[config.mk]
export PLATFORM = sky130hd
export DESIGN_NAME = crtc_timing
export DESIGN_NICKNAME = d
export VERILOG_FILES = /design/src/rtl/crtc_pkg.sv /design/src/rtl/crtc_regfile.sv /design/src/rtl/crtc_hchan.sv /design/src/rtl/crtc_vchan.sv /design/src/rtl/crtc_timing.sv
export SDC_FILE = /design/constraint.sdc
export NUM_CORES = 1
export LEC_CHECK = 0
export BUFFER_PORTS_ARGS = -buffer_cell sky130_fd_sc_hd__buf_2
export CAP_MARGIN = 10
export CORE_MARGIN = 1.5
export CORE_UTILIZATION = 27
export DETAILED_ROUTE_END_ITERATION = 10
export GPL_TIMING_DRIVEN = 0
export PLACE_DENSITY = 0.46
export SYNTH_ARGS = -nofsm -noshare
export SYNTH_HDL_FRONTEND = slang
export SYNTH_HIERARCHICAL = 1
export SYNTH_SLANG_ARGS = --single-unit
export TNS_END_PERCENT = 1
[constraint.sdc]
create_clock -name clk_i -period 6.8 [get_ports clk_i]
set_input_delay 1.02 -clock clk_i [delete_from_list [all_inputs] [get_ports clk_i]]
set_output_delay 1.02 -clock clk_i [all_outputs]
set_load 0.05 [all_outputs]
[src/rtl/crtc_pkg.sv]
package crtc_pkg;
  localparam int unsigned AW       = 4;
  localparam int unsigned DW       = 11;
  localparam int unsigned HW       = 9;
  localparam int unsigned VW       = 11;
  localparam int unsigned HSE_W    = 5;
  localparam int unsigned HBE_W    = 6;
  localparam int unsigned VSE_W    = 4;
  localparam int unsigned HTOT_OFS = 5;
  localparam int unsigned VTOT_OFS = 2;
  localparam int unsigned HCW      = HW + 1;
  localparam int unsigned VCW      = VW + 1;

  typedef enum logic [AW-1:0] {
    RA_HTOT = 4'd0, RA_HDE  = 4'd1, RA_HSS = 4'd2, RA_HSE  = 4'd3,
    RA_HBE  = 4'd4, RA_VTOT = 4'd5, RA_VDE = 4'd6, RA_VSS  = 4'd7,
    RA_VSE  = 4'd8, RA_LCMP = 4'd9, RA_POL = 4'd10, RA_PWR = 4'd11
  } reg_addr_e;

  typedef struct packed {
    logic [HW-1:0]    htot;
    logic [HW-1:0]    hde;
    logic [HW-1:0]    hss;
    logic [HSE_W-1:0] hse;
    logic [HBE_W-1:0] hbe;
    logic [VW-1:0]    vtot;
    logic [VW-1:0]    vde;
    logic [VW-1:0]    vss;
    logic [VSE_W-1:0] vse;
    logic [VW-1:0]    lcmp;
  } timing_t;

  localparam timing_t TIMING_RST = '{
    htot: HW'(3), hde: HW'(4), hss: HW'(5), hse: HSE_W'(7), hbe: HBE_W'(7),
    vtot: VW'(4), vde: VW'(2), vss: VW'(3), vse: VSE_W'(5), lcmp: VW'(1)
  };
endpackage

[src/rtl/crtc_regfile.sv]
module crtc_regfile
  import crtc_pkg::*;
(
  input  logic          clk_i,
  input  logic          rst_ni,
  input  logic          wr_i,
  input  logic [AW-1:0] waddr_i,
  input  logic [DW-1:0] wdata_i,
  input  logic          frame_start_i,
  output timing_t       act_o,
  output logic          hs_neg_o,
  output logic          vs_neg_o,
  output logic          hs_off_o,
  output logic          vs_off_o,
  output logic          scr_off_o
);
  timing_t shd_q, act_q;
  logic [1:0] pol_q;
  logic [2:0] pwr_q;

  always_ff @(posedge clk_i or negedge rst_ni) begin
    if (!rst_ni) begin
      shd_q <= TIMING_RST;
      act_q <= TIMING_RST;
      pol_q <= '0;
      pwr_q <= '0;
    end else begin
      // shadow loads as a whole at frame start
      if (frame_start_i) act_q <= shd_q;
      if (wr_i) begin
        case (waddr_i)
          RA_HTOT: shd_q.htot <= wdata_i[HW-1:0];
          RA_HDE:  shd_q.hde  <= wdata_i[HW-1:0];
          RA_HSS:  shd_q.hss  <= wdata_i[HW-1:0];
          RA_HSE:  shd_q.hse  <= wdata_i[HSE_W-1:0];
          RA_HBE:  shd_q.hbe  <= wdata_i[HBE_W-1:0];
          RA_VTOT: shd_q.vtot <= wdata_i[VW-1:0];
          RA_VDE:  shd_q.vde  <= wdata_i[VW-1:0];
          RA_VSS:  shd_q.vss  <= wdata_i[VW-1:0];
          RA_VSE:  shd_q.vse  <= wdata_i[VSE_W-1:0];
          RA_LCMP: shd_q.lcmp <= wdata_i[VW-1:0];
          RA_POL:  pol_q      <= wdata_i[7:6];
          RA_PWR:  pwr_q      <= wdata_i[7:5];
          default: ;
        endcase
      end
    end
  end

  assign act_o     = act_q;
  assign hs_neg_o  = pol_q[0];
  assign vs_neg_o  = pol_q[1];
  assign scr_off_o = pwr_q[0];
  assign vs_off_o  = pwr_q[1];
  assign hs_off_o  = pwr_q[2];

  a_r10_apply_at_frame: assert property (@(posedge clk_i) disable iff (!rst_ni)
    !frame_start_i |=> $stable(act_q));
endmodule

[src/rtl/crtc_hchan.sv]
module crtc_hchan
  import crtc_pkg::*;
(
  input  logic             clk_i,
  input  logic             rst_ni,
  input  logic             ce_i,
  input  logic [HW-1:0]    htot_i,
  input  logic [HW-1:0]    hde_i,
  input  logic [HW-1:0]    hss_i,
  input  logic [HSE_W-1:0] hse_i,
  input  logic [HBE_W-1:0] hbe_i,
  output logic             wrap_o,
  output logic             hact_o,
  output logic             hs_o,
  output logic             hbl_o
);
  logic [HCW-1:0] hc_q, hc_n, h_end, bl_start;
  logic           at_end, hs_q, hbl_q;

  assign h_end    = HCW'(htot_i) + HCW'(HTOT_OFS - 1);
  assign bl_start = HCW'(hde_i) + HCW'(1);
  assign at_end   = hc_q >= h_end;
  assign hc_n     = at_end ? '0 : hc_q + HCW'(1);
  assign wrap_o   = ce_i & at_end;

  always_ff @(posedge clk_i or negedge rst_ni) begin
    if (!rst_ni) begin
      hc_q  <= '0;
      hs_q  <= 1'b0;
      hbl_q <= 1'b0;
    end else if (ce_i) begin
      hc_q <= hc_n;
      // end match beats start match
      if (hc_n[HSE_W-1:0] == hse_i)    hs_q <= 1'b0;
      else if (hc_n == HCW'(hss_i))    hs_q <= 1'b1;
      if (hc_n[HBE_W-1:0] == hbe_i)    hbl_q <= 1'b0;
      else if (hc_n == bl_start)       hbl_q <= 1'b1;
    end
  end

  assign hact_o = hc_q <= HCW'(hde_i);
  assign hs_o   = hs_q;
  assign hbl_o  = hbl_q;

  a_r1_hc_in_range: assert property (@(posedge clk_i) disable iff (!rst_ni)
    hc_q <= h_end);
  a_r3_hs_rise_at_start: assert property (@(posedge clk_i) disable iff (!rst_ni)
    $rose(hs_q) |-> hc_q == HCW'(hss_i));
  a_r9_hold_without_ce: assert property (@(posedge clk_i) disable iff (!rst_ni)
    !ce_i |=> $stable(hc_q) && $stable(hs_q) && $stable(hbl_q));
endmodule

[src/rtl/crtc_vchan.sv]
module crtc_vchan
  import crtc_pkg::*;
(
  input  logic             clk_i,
  input  logic             rst_ni,
  input  logic             hwrap_i,
  input  logic [VW-1:0]    vtot_i,
  input  logic [VW-1:0]    vde_i,
  input  logic [VW-1:0]    vss_i,
  input  logic [VSE_W-1:0] vse_i,
  input  logic [VW-1:0]    lcmp_i,
  output logic             vwrap_o,
  output logic             vact_o,
  output logic             vs_o,
  output logic             lc_stb_o,
  output logic [VW-1:0]    vc_o
);
  logic [VW-1:0]  vc_q, vc_n;
  logic [VCW-1:0] v_end;
  logic           at_end, vs_q, lc_q;

  assign v_end   = VCW'(vtot_i) + VCW'(VTOT_OFS - 1);
  assign at_end  = {1'b0, vc_q} >= v_end;
  assign vc_n    = at_end ? '0 : vc_q + VW'(1);
  assign vwrap_o = hwrap_i & at_end;

  always_ff @(posedge clk_i or negedge rst_ni) begin
    if (!rst_ni) begin
      vc_q <= '0;
      vs_q <= 1'b0;
      lc_q <= 1'b0;
    end else begin
      lc_q <= hwrap_i && (vc_n == lcmp_i);
      if (hwrap_i) begin
        vc_q <= vc_n;
        if (vc_n[VSE_W-1:0] == vse_i) vs_q <= 1'b0;
        else if (vc_n == vss_i)       vs_q <= 1'b1;
      end
    end
  end

  assign vact_o   = vc_q <= vde_i;
  assign vs_o     = vs_q;
  assign lc_stb_o = lc_q;
  assign vc_o     = vc_q;

  a_r8_lc_single_clock: assert property (@(posedge clk_i) disable iff (!rst_ni)
    lc_q |=> !lc_q);
  a_r8_lc_on_line: assert property (@(posedge clk_i) disable iff (!rst_ni)
    $rose(lc_q) |-> vc_q == lcmp_i || $past(hwrap_i && at_end));
  a_r5_vs_rise_at_start: assert property (@(posedge clk_i) disable iff (!rst_ni)
    $rose(vs_q) |-> vc_q == vss_i || $past(hwrap_i && at_end));
endmodule

[src/rtl/crtc_timing.sv]
module crtc_timing
  import crtc_pkg::*;
(
  input  logic          clk_i,
  input  logic          rst_ni,
  input  logic          ce_i,
  input  logic          wr_i,
  input  logic [AW-1:0] waddr_i,
  input  logic [DW-1:0] wdata_i,
  output logic          de_o,
  output logic          blank_o,
  output logic          hsync_o,
  output logic          vsync_o,
  output logic          lc_stb_o,
  output logic [VW-1:0] line_o
);
  timing_t act;
  logic hs_neg, vs_neg, hs_off, vs_off, scr_off;
  logic hwrap, vwrap, hact, vact, hs, vs, hbl;

  crtc_regfile u_regs (
    .clk_i, .rst_ni, .wr_i, .waddr_i, .wdata_i,
    .frame_start_i(vwrap),
    .act_o(act), .hs_neg_o(hs_neg), .vs_neg_o(vs_neg),
    .hs_off_o(hs_off), .vs_off_o(vs_off), .scr_off_o(scr_off)
  );

  crtc_hchan u_h (
    .clk_i, .rst_ni, .ce_i,
    .htot_i(act.htot), .hde_i(act.hde), .hss_i(act.hss),
    .hse_i(act.hse), .hbe_i(act.hbe),
    .wrap_o(hwrap), .hact_o(hact), .hs_o(hs), .hbl_o(hbl)
  );

  crtc_vchan u_v (
    .clk_i, .rst_ni, .hwrap_i(hwrap),
    .vtot_i(act.vtot), .vde_i(act.vde), .vss_i(act.vss),
    .vse_i(act.vse), .lcmp_i(act.lcmp),
    .vwrap_o(vwrap), .vact_o(vact), .vs_o(vs),
    .lc_stb_o(lc_stb_o), .vc_o(line_o)
  );

  assign de_o    = hact & vact & ~scr_off;
  assign blank_o = ~(hact & vact) | hbl | scr_off;
  assign hsync_o = (hs & ~hs_off) ^ hs_neg;
  assign vsync_o = (vs & ~vs_off) ^ vs_neg;

  a_r7_dark_keeps_counting: assert property (@(posedge clk_i) disable iff (!rst_ni)
    scr_off && ce_i |=> !$stable(line_o) || !$past(hwrap) || $past(vwrap && act.vtot == '1));
endmodule

==> results.md, run 1 <==
Route:
- The routed wirelength normalized by instance count is 18.6 um.
- The vias per cell is 4.87.
- In this run, the number of DRC markers left after iteration 0 of detailed routing was 415.
- The detail route stage leaves a number of antenna-violating nets equal to 0.
- The total wirelength of the detailed-routed design is 28.8 mm.
- The number of detailed-routing iterations run before antenna repair is 4.
- The number of remaining DRC errors is 0.
- The total number of vias is 7539.

Synth:
- sky130_fd_sc_hd__dfrtp_1 takes more of the synthesized area than any other cell.
- In the synthesized netlist the async set-or-reset flop fraction comes to 1.00.
- The number of instances in the synthesized netlist is 949.
- Of the post-synthesis cell area, the dominant cell type holds 0.381.
- The flip-flop cell with the highest count after synthesis is sky130_fd_sc_hd__dfrtp_1.
- The proportion of synthesized chip area in sequential cells is 0.468.
- Counting flops with a built-in enable in the synthesized netlist gives 0.
- The number of different library cells used by synthesis comes to 82.
- A synthesized cell averages between 10 and 15 sq um.
- The number of register bits inferred by synthesis is 202.
- The synthesis warning total is 6.
- Yosys attributes the largest share of cell area to sky130_fd_sc_hd__dfrtp_1, sky130_fd_sc_hd__mux2_2, sky130_fd_sc_hd__dfstp_2, sky130_fd_sc_hd__ha_1, sky130_fd_sc_hd__xnor2_1.
- The post-synth net total is 1014.
- The cell area after synthesis is about 11000 sq um.

Layout:
- At the end of the flow, the number of nets in the layout was 1070.
- The synthesis-to-finish area growth is 14.8%.
- The most common library cell in the layout ignoring fill and taps is sky130_fd_sc_hd__mux2_2.
- The share of final-layout standard cells stronger than drive strength 1 is 0.319.
- Leaving out fill and tap cells, the most frequent cells in the layout are sky130_fd_sc_hd__mux2_2, sky130_fd_sc_hd__dfrtp_1, sky130_fd_sc_hd__nand2_1, sky130_fd_sc_hd__buf_2, sky130_fd_sc_hd__ha_1.

Clock tree:
- TritonCTS built the clock tree.
- After clock tree synthesis, the flow added hold-fix buffers numbering 0.
- The clock passes through at most 3 buffers.
- CTS built an H-tree with a depth of 1.
- The number of setup buffers added after CTS is 0.
- The clock latency on the worst-skew pair is 0.50 ns.
- Clock-pin slew was measured on the worst setup and hold paths at 0.06 ns.
- Gates resized during post-CTS repair numbered 0.
- In this run the clock root is driven by a sky130_fd_sc_hd__clkbuf_16.
- The total number of clock tree sinks is 202.
- Buffers inserted during clock tree synthesis total 23.

Setup path:
- The launching element type of the critical path is a flip-flop.
- STA puts the critical path data required time at roughly 7.2 ns.
- The critical path class is reg -> reg.
- In this run the worst path has a maximum fanout of 10.
- The slowest stage of the critical path belongs to the cell sky130_fd_sc_hd__o41a_1.
- The critical path goes through and3_1 > and2_1 > nand2_1 > xor2_1 > ha_1 > nand4_1 > o41a_1 > and2_1 > buf_2 > buf_1 > nor2_1 > clkbuf_1 > and2_1 > clkbuf_1 > buf_2 > buf_2 > mux2_2.
- The endpoint kind of the worst setup timing path is a flip-flop.
- STA puts the critical path data arrival time at around 5.5 ns.
- The largest incremental delay on the critical path is 0.52 ns.

Pwr:
- The peak ir drop on the vdd network is approximately 0.15 mV.
- The static power due to leakage is 5.32 nW.
- In this run the power density over the cells is approximately 420 nW/um^2.

Timing:
- The slew at the pin closest to its max-slew limit is 1.04 ns.
- Of the available clock period, the critical path in the final layout requires 0.745.
- Setup repair after global routing left no endpoint under its margin.
- For the finished layout, the period the worst path requires is 5.07 ns.
- The maximum achievable frequency is slightly below 0.2 GHz.
- Headroom to the max-slew limit came out at 0.310.
- The hold violation count in the final report is 0.
- The setup TNS is 0 ns.
- The final clock skew is 0.00784 ns.
- Once routing completed, OpenROAD measured the worst setup slack at ~1.7 ns.
- The final count of negative-setup-slack endpoints is 0.
- The total count of max-transition violations in the final report was 0.

Place:
- The count of input and output buffers is 30.
- The final HPWL from detailed placement is 20.3 mm.
- Timing analysis after detailed placement gives a worst setup slack of 1.76 ns.
- Routability-driven placement finished with a final weighted congestion of approximately 0.84.

Floorplanning:
- The initial utilization of the core area, before any placement, comes to 0.274.
- The placeable core region is 39800 sq um.
- In this run the count of I/O pins placed on the die edge is 35.
- In this run the vertical extent of the chip is 204 um.
- Measured along the x axis, the die boundary spans roughly 200 um.
- The total die area is between 40000 and 50000 sq um.
- The number of rows created at floorplan is 73.

GRT:
- The initial antenna violation count is 1.
- The aggregate global routing overflow is 0.
- The via count of the first global-routing pass came to 7471.
- The global-route usage over all layers is 0.140.
- The global-route wire length before repair is 45.0 mm.
- Entering global routing, the biggest net connects 120 pins.

Min path:
- The worst hold path belongs to the class reg -> reg.

Flow run:
- Across the run, the number of max-cap violations was 0.

Run status:
- The flow ran to the end, and the final reports show no timing, DRC or antenna violations.
[cell type report]
type                       count  area [sq um]
sequential                   202          5100
fill                        4081         27300
tap                          525           657
clock inverter                 7           113
antenna                        2          5.00
multi-input combinational    661          5440
clock buffer                  34           657
buffer                        40           194
timing repair buffer          31           188
inverter                      46           173
[logic make-up (layout without fill, tap and decap cells)]
family                     count (synthesis)  count (layout)  share of synthesized area
adders and majority gates                 46              46                     0.0528
buffers and inverters                     86             158                     0.0336
muxes                                    181             181                      0.189
xor gates and xnor gates                  66              66                     0.0537
and+or+nand+nor                          224             224                      0.111
other                                      0               2                          0
DFF                                      202             202                      0.468
AOI/OAI and AO/OA                        144             144                     0.0928
[path summary, 6_finish.rpt]
path / startpoint / cells after the start / end / slack, ns
max: u_regs/act_o[81] / 17 / u_regs/act_o[45] / 1.73
min: u_regs/shd_q[20] / 1 / u_regs/act_o[20] / 0.50
max reg2reg: u_regs/act_o[81] / 17 / u_regs/act_o[45] / 1.73
min reg2reg: u_regs/shd_q[20] / 1 / u_regs/act_o[20] / 0.50
max in group asynchronous: rst_ni / 2 / u_regs/act_o[33] / 5.19
min in group asynchronous: rst_ni / 1 / u_h/hc_q[2] / 0.52
[flip-flops by register name (all words and copies together), names as in the netlist]
register and count:
u_v/lc_stb_o 1, u_h/hs_o 1, u_h/hc_q 10, u_regs/shd_q 86, u_regs/pwr_q 3, u_regs/pol_q 2, u_regs/act_o 86, u_v/vc_o 11
u_h/hbl_o 1, u_v/vs_o 1
[cell usage after synthesis, types with 7 or more instances]
master                     count
sky130_fd_sc_hd__a211oi_1      7
sky130_fd_sc_hd__o21ai_0      35
sky130_fd_sc_hd__a21oi_1      22
sky130_fd_sc_hd__buf_2        23
sky130_fd_sc_hd__nor3_1       15
sky130_fd_sc_hd__xnor2_1      39
sky130_fd_sc_hd__dfrtp_1     166
sky130_fd_sc_hd__nand4_1      20
sky130_fd_sc_hd__ha_1         46
sky130_fd_sc_hd__dfstp_2      36
sky130_fd_sc_hd__nand3_1      23
sky130_fd_sc_hd__nand2b_1     12
sky130_fd_sc_hd__xor2_1       26
sky130_fd_sc_hd__clkbuf_1      9
sky130_fd_sc_hd__o21a_1        9
sky130_fd_sc_hd__nor2_1       45
sky130_fd_sc_hd__o41ai_1       7
sky130_fd_sc_hd__inv_1        45
sky130_fd_sc_hd__nand2_1      60
sky130_fd_sc_hd__mux2_2      172
[critical path, delay by kind of cell, from the launching register on]
family	cells	cell delay [ns]
adders and majority gates	1	0.29
AOI/OAI and AO/OA	1	0.52
muxes	1	0.38
xor gates and xnor gates	1	0.15
buffers and inverters	6	1.79
and+or+nand+nor	7	1.38
DFF	1	0.44
[metal layers]
metal	up-vias	part of all wire	wire length, um	global-route usage
li1	3544	-	-	-
met2	122	0.47	13500	0.228
met5	-	0	0	0
met1	3845	0.48	13700	0.196
met4	0	0.019	537	0.0349
met3	28	0.036	1040	0.0209
[report_power, final]
part / total (W) / internal (W) / switching, W / leakage [nW]
clock network: 0.00127 / 0.000780 / 0.000488 / 0.375
logic: 0.00204 / 0.000910 / 0.00113 / 2.46
registers: 0.00196 / 0.00161 / 0.000347 / 2.48
[through the flow]
stage | cells | hold WS, ns | cell area (sq um) | utilization | power, W
after floorplan | 949 | 0.472 | 10900 | - | 0.00342
after global placement | 1504 | 0.480 | 11700 | 0.294 | 0.00399
after detailed placement | 1505 | 0.485 | 11800 | 0.295 | 0.00402
after CTS | 1546 | 0.501 | 12500 | 0.314 | 0.00533
after global routing | 1546 | 0.512 | 12500 | 0.314 | 0.00563
final | 1548 | 0.499 | 12500 | 0.315 | 0.00527
Power figures use the tool's default switching activity.
==> run 2, diff against run 1 <==
Settings changed: ABC_AREA from default to 1.
Clock period 6.8 ns to 5.1 ns, I/O delays scaled along.
==> run 2 against run 1 <==
- power up 23%
- setup slack got worse by 0.61 ns
- sequential cell count stayed put
- global-route usage is 0.80 points higher
- cell count is 22% higher
- highest routed layer unchanged
- critical path type is now reg -> out
==> results.md, run 2 <==
Run status:
- The run finished with clean final reports.

Route:
- Wire segments on met2 add up to between 10 and 15 mm in the final route.
- The post-route met1 wirelength is about 15 mm.
- The top layer reached by signal wires is met4.
- The number of remaining DRC errors is 0.
- The amount of wire on met3 after detailed routing is ~960 um.
- Summed over all layers, the routed wires come to around 30 mm.
- In this run the remaining antenna-violating nets after routing total 0.
- The first TritonRoute pass finished after 5 iterations.
- The initial DRC count is 488.
- In the routed layout, each cell is associated on average with a via count of around 4.6.
- The routed wirelength normalized by instance count is 16.2 um.
- The final route contains 8661 vias.

Clock tree:
- After clock tree synthesis, the clock-pin slew on the worst setup and hold paths is about 0.060 ns.
- The root buffer cell chosen for the clock tree is sky130_fd_sc_hd__clkbuf_16.
- Gates resized during post-CTS repair numbered 0.
- The number of buffers added to fix hold violations after cts is 0.
- The total number of clock tree sinks is 202.
- The number of CTS-inserted buffers is 25.
- The clock tree from TritonCTS is built.
- In this run the number of H-tree levels came out at 1.
- The number of post-CTS setup repair buffers is 0.
- At the later pin of the worst-skew pair, clock insertion delay measures 0.53 ns.
- The maximum clock insertion buffer count is 3.

Synth:
- The most common cell in the synthesized netlist is sky130_fd_sc_hd__nand2_1.
- The number of instances in the synthesized netlist is 1290.
- Averaged over all synthesized cells, the footprint is 8.64 sq um.
- After synthesis the cells add up to 11100 sq um.
- Synthesis inferred 202 register bits.
- The share of the synthesized area in the top cell type is 0.373.
- By count the netlist is led by sky130_fd_sc_hd__nand2_1, sky130_fd_sc_hd__dfrtp_1, sky130_fd_sc_hd__inv_1.
- The post-synthesis cell type count is 45.
- By area the synthesized netlist is led by sky130_fd_sc_hd__dfrtp_1, sky130_fd_sc_hd__nand2_1, sky130_fd_sc_hd__mux2_2, sky130_fd_sc_hd__dfstp_2, sky130_fd_sc_hd__ha_1.
- The synthesis warning total is 6.
- The synthesized design contains 0 enable-type register cells.
- The post-synth net total is about 1400.
- The largest area contributor in the netlist is sky130_fd_sc_hd__dfrtp_1.
- The proportion of synthesized chip area in sequential cells is 0.458.
- The flip-flop cell with the highest count after synthesis is sky130_fd_sc_hd__dfrtp_1.
- The fraction of registers with async set/reset is 1.00.

Setup path:
- The critical path data required time is 4.34 ns.
- The worst reg-to-reg path cell count is 17.
- Tracing the worst setup path back leads to its startpoint at u_v/vc_o[0].
- The minimum setup slack among reg-to-reg paths is 1.29 ns.
- The critical register-to-register path startpoint is u_regs/act_o[37].
- By startpoint and endpoint, the worst setup path is classified as reg -> out.
- At the worst endpoint, the arrival time is 3.21 ns.
- The launching element type of the critical path is a flip-flop.
- The largest fanout on the critical path is 10.
- The worst register-to-register path ends at u_regs/act_o[83].
- STA classifies the critical path endpoint as a primary output.

GRT:
- The via count of the first global-routing pass is 8428.
- The aggregate global routing overflow is 0.
- In the global route stage, overall resource usage came out at 0.148.
- The initial antenna violation count is 5.
- The global-route wire length before repair is 48.8 mm.
- The maximum number of pins on one net before global-route repair is 107.

Layout:
- In the layout the commonest cells are sky130_fd_sc_hd__nand2_1, sky130_fd_sc_hd__dfrtp_1, sky130_fd_sc_hd__inv_1, sky130_fd_sc_hd__nand3_1, sky130_fd_sc_hd__mux2_2.
- Compared with the post-synthesis result, the final layout area differs by 15.7%.
- The count of inserted antenna diode cells is 0.
- Counting the fill cells in the layout gives 4297.
- The non-filler instance count after layout is 1894.
- The count of nets after finishing is 1408.
- The share of final-layout standard cells stronger than drive strength 1 is 0.198.
- The library cell used most frequently in the layout, excluding fill and tap cells, is sky130_fd_sc_hd__nand2_1.

Flow run:
- The tool flagged a number of max-cap violations equal to 0.

Place:
- During placement, the flow inserted port buffers numbering 25.
- The number of placed instances, taps included is 1848.
- The final HPWL from detailed placement is 22.2 mm.
- The congestion estimate from routability-driven global placement came to 0.803.

Timing:
- The remaining max-slew budget at the tightest pin is 0.309.
- The clock period could shrink to 3.97 ns.
- Dividing the final minimum period by the clock period gives 0.779.
- For this run, the top clock speed supported by timing is ~0.25 GHz.
- Setup repair after global routing left no endpoint under its margin.
- The hold violation count in the final report is 0.
- Setup violations remaining at the end of the flow were counted as 0.
- Clock skew on the completed layout was measured at 0.0205 ns.
- The total count of max-transition violations in the final report came to 0.
- At the pin with the least slew margin, the transition time is 1.04 ns.

Floorplanning:
- 35 I/O pins were placed.
- The die covers roughly 43000 sq um.
- The initialized floorplan defines 74 standard-cell rows.
- The initial cell density of the core is 0.274.
- The total area inside the core boundary comes to 40700 sq um.
- The width of the chip is 206 um.
- The die outline height is ~210 um.

Pwr:
- The clock network fraction of total power is 0.301.
- The internal portion of the total power is between 0.004 and 0.005 W.
- The power share of the sequential group is 0.363.
- The total power of the final layout is 0.00649 W.
- The worst-case IR drop observed on VDD is 0.231 mV.
- For this design the ratio of total power to cell area is between 500 and 600 nW/um^2.
- Summed over all nets, the switching power comes to approximately 0.0024 W.
- Of the total power, combinational logic draws 0.337.
- Of the total power, the share spent switching nets is 0.372.
- In this run the static leakage power is around 6.4 nW.

Min path:
- The tightest min-delay check is of the in -> async type.
[run 2: area by class of cell]
class                      instances  area [sq um]  area share
buffer                            47           258      0.0200
clock buffer                      29           661      0.0512
clock inverter                    17           259      0.0201
inverter                         121           457      0.0354
multi-input combinational        920          5330       0.413
sequential                       202          5100       0.396
tap                              532           666      0.0516
timing repair buffer              26           163      0.0126
[run 2: per-layer routing]
metal	global-route usage	vias up
met5	0	-
met4	0.0285	0
met1	0.210	4182
li1	-	4300
met3	0.0150	43
met2	0.245	136
[run 2: power groups by stage]
stage	clock network [W]	logic [W]	registers, W
2_1_floorplan	0	0.00166	0.00228
3_3_place_gp	0	0.00217	0.00238
3_5_place_dp	0	0.00220	0.00239
4_1_cts	0.00201	0.00221	0.00237
5_1_grt	0.00208	0.00247	0.00241
6_report	0.00195	0.00218	0.00235
[run 2: cells by family (layout without fill, tap and decap cells)]
logic type,after synthesis,count (layout),share of synthesized area
AO/OA/AOI/OAI,63,63,0.0331
XOR/XNOR,39,39,0.0307
adder cells (fa/ha/maj),46,46,0.0516
buffers and inverters,168,240,0.0641
flip-flops,202,202,0.458
multiplexers,86,86,0.0869
AND/OR/NAND/NOR,686,686,0.276
[run 2: worst max-delay path by stage]
stage	to	cells after the start
after global routing	blank_o	13
after floorplan	blank_o	11
after detailed placement	u_regs/act_o[45]	17
after global placement	u_regs/act_o[46]	1
after CTS	blank_o	13
final	blank_o	13
[run 2: worst max-delay path, cell delays in order, from the launching register on]
cell and delay, ns:
sky130_fd_sc_hd__dfrtp_1 0.39, sky130_fd_sc_hd__clkbuf_1 0.39, sky130_fd_sc_hd__inv_1 0.16, sky130_fd_sc_hd__ha_1 0.21, sky130_fd_sc_hd__o31a_1 0.30, sky130_fd_sc_hd__o21a_1 0.16, sky130_fd_sc_hd__o21ai_0 0.13, sky130_fd_sc_hd__a21boi_0 0.10
sky130_fd_sc_hd__o21ai_0 0.17, sky130_fd_sc_hd__o41ai_1 0.16, sky130_fd_sc_hd__nand2_1 0.11, sky130_fd_sc_hd__nor2_2 0.07, sky130_fd_sc_hd__nand2_1 0.07, sky130_fd_sc_hd__buf_2 0.26
[run 2: per-stage QoR]
step / area, sq um / hold WS, ns / util / worst slack (ns) / setup TNS, ns
floorplan: 11100 / 0.436 / - / 1.59 / 0
global placement: 11900 / 0.450 / 0.293 / -0.378 / -59.80
detailed placement: 12000 / 0.454 / 0.294 / 1.28 / 0
CTS: 12900 / 0.309 / 0.316 / 1.07 / 0
global route: 12900 / 0.314 / 0.316 / 0.843 / 0
finish: 12900 / 0.250 / 0.316 / 1.13 / 0
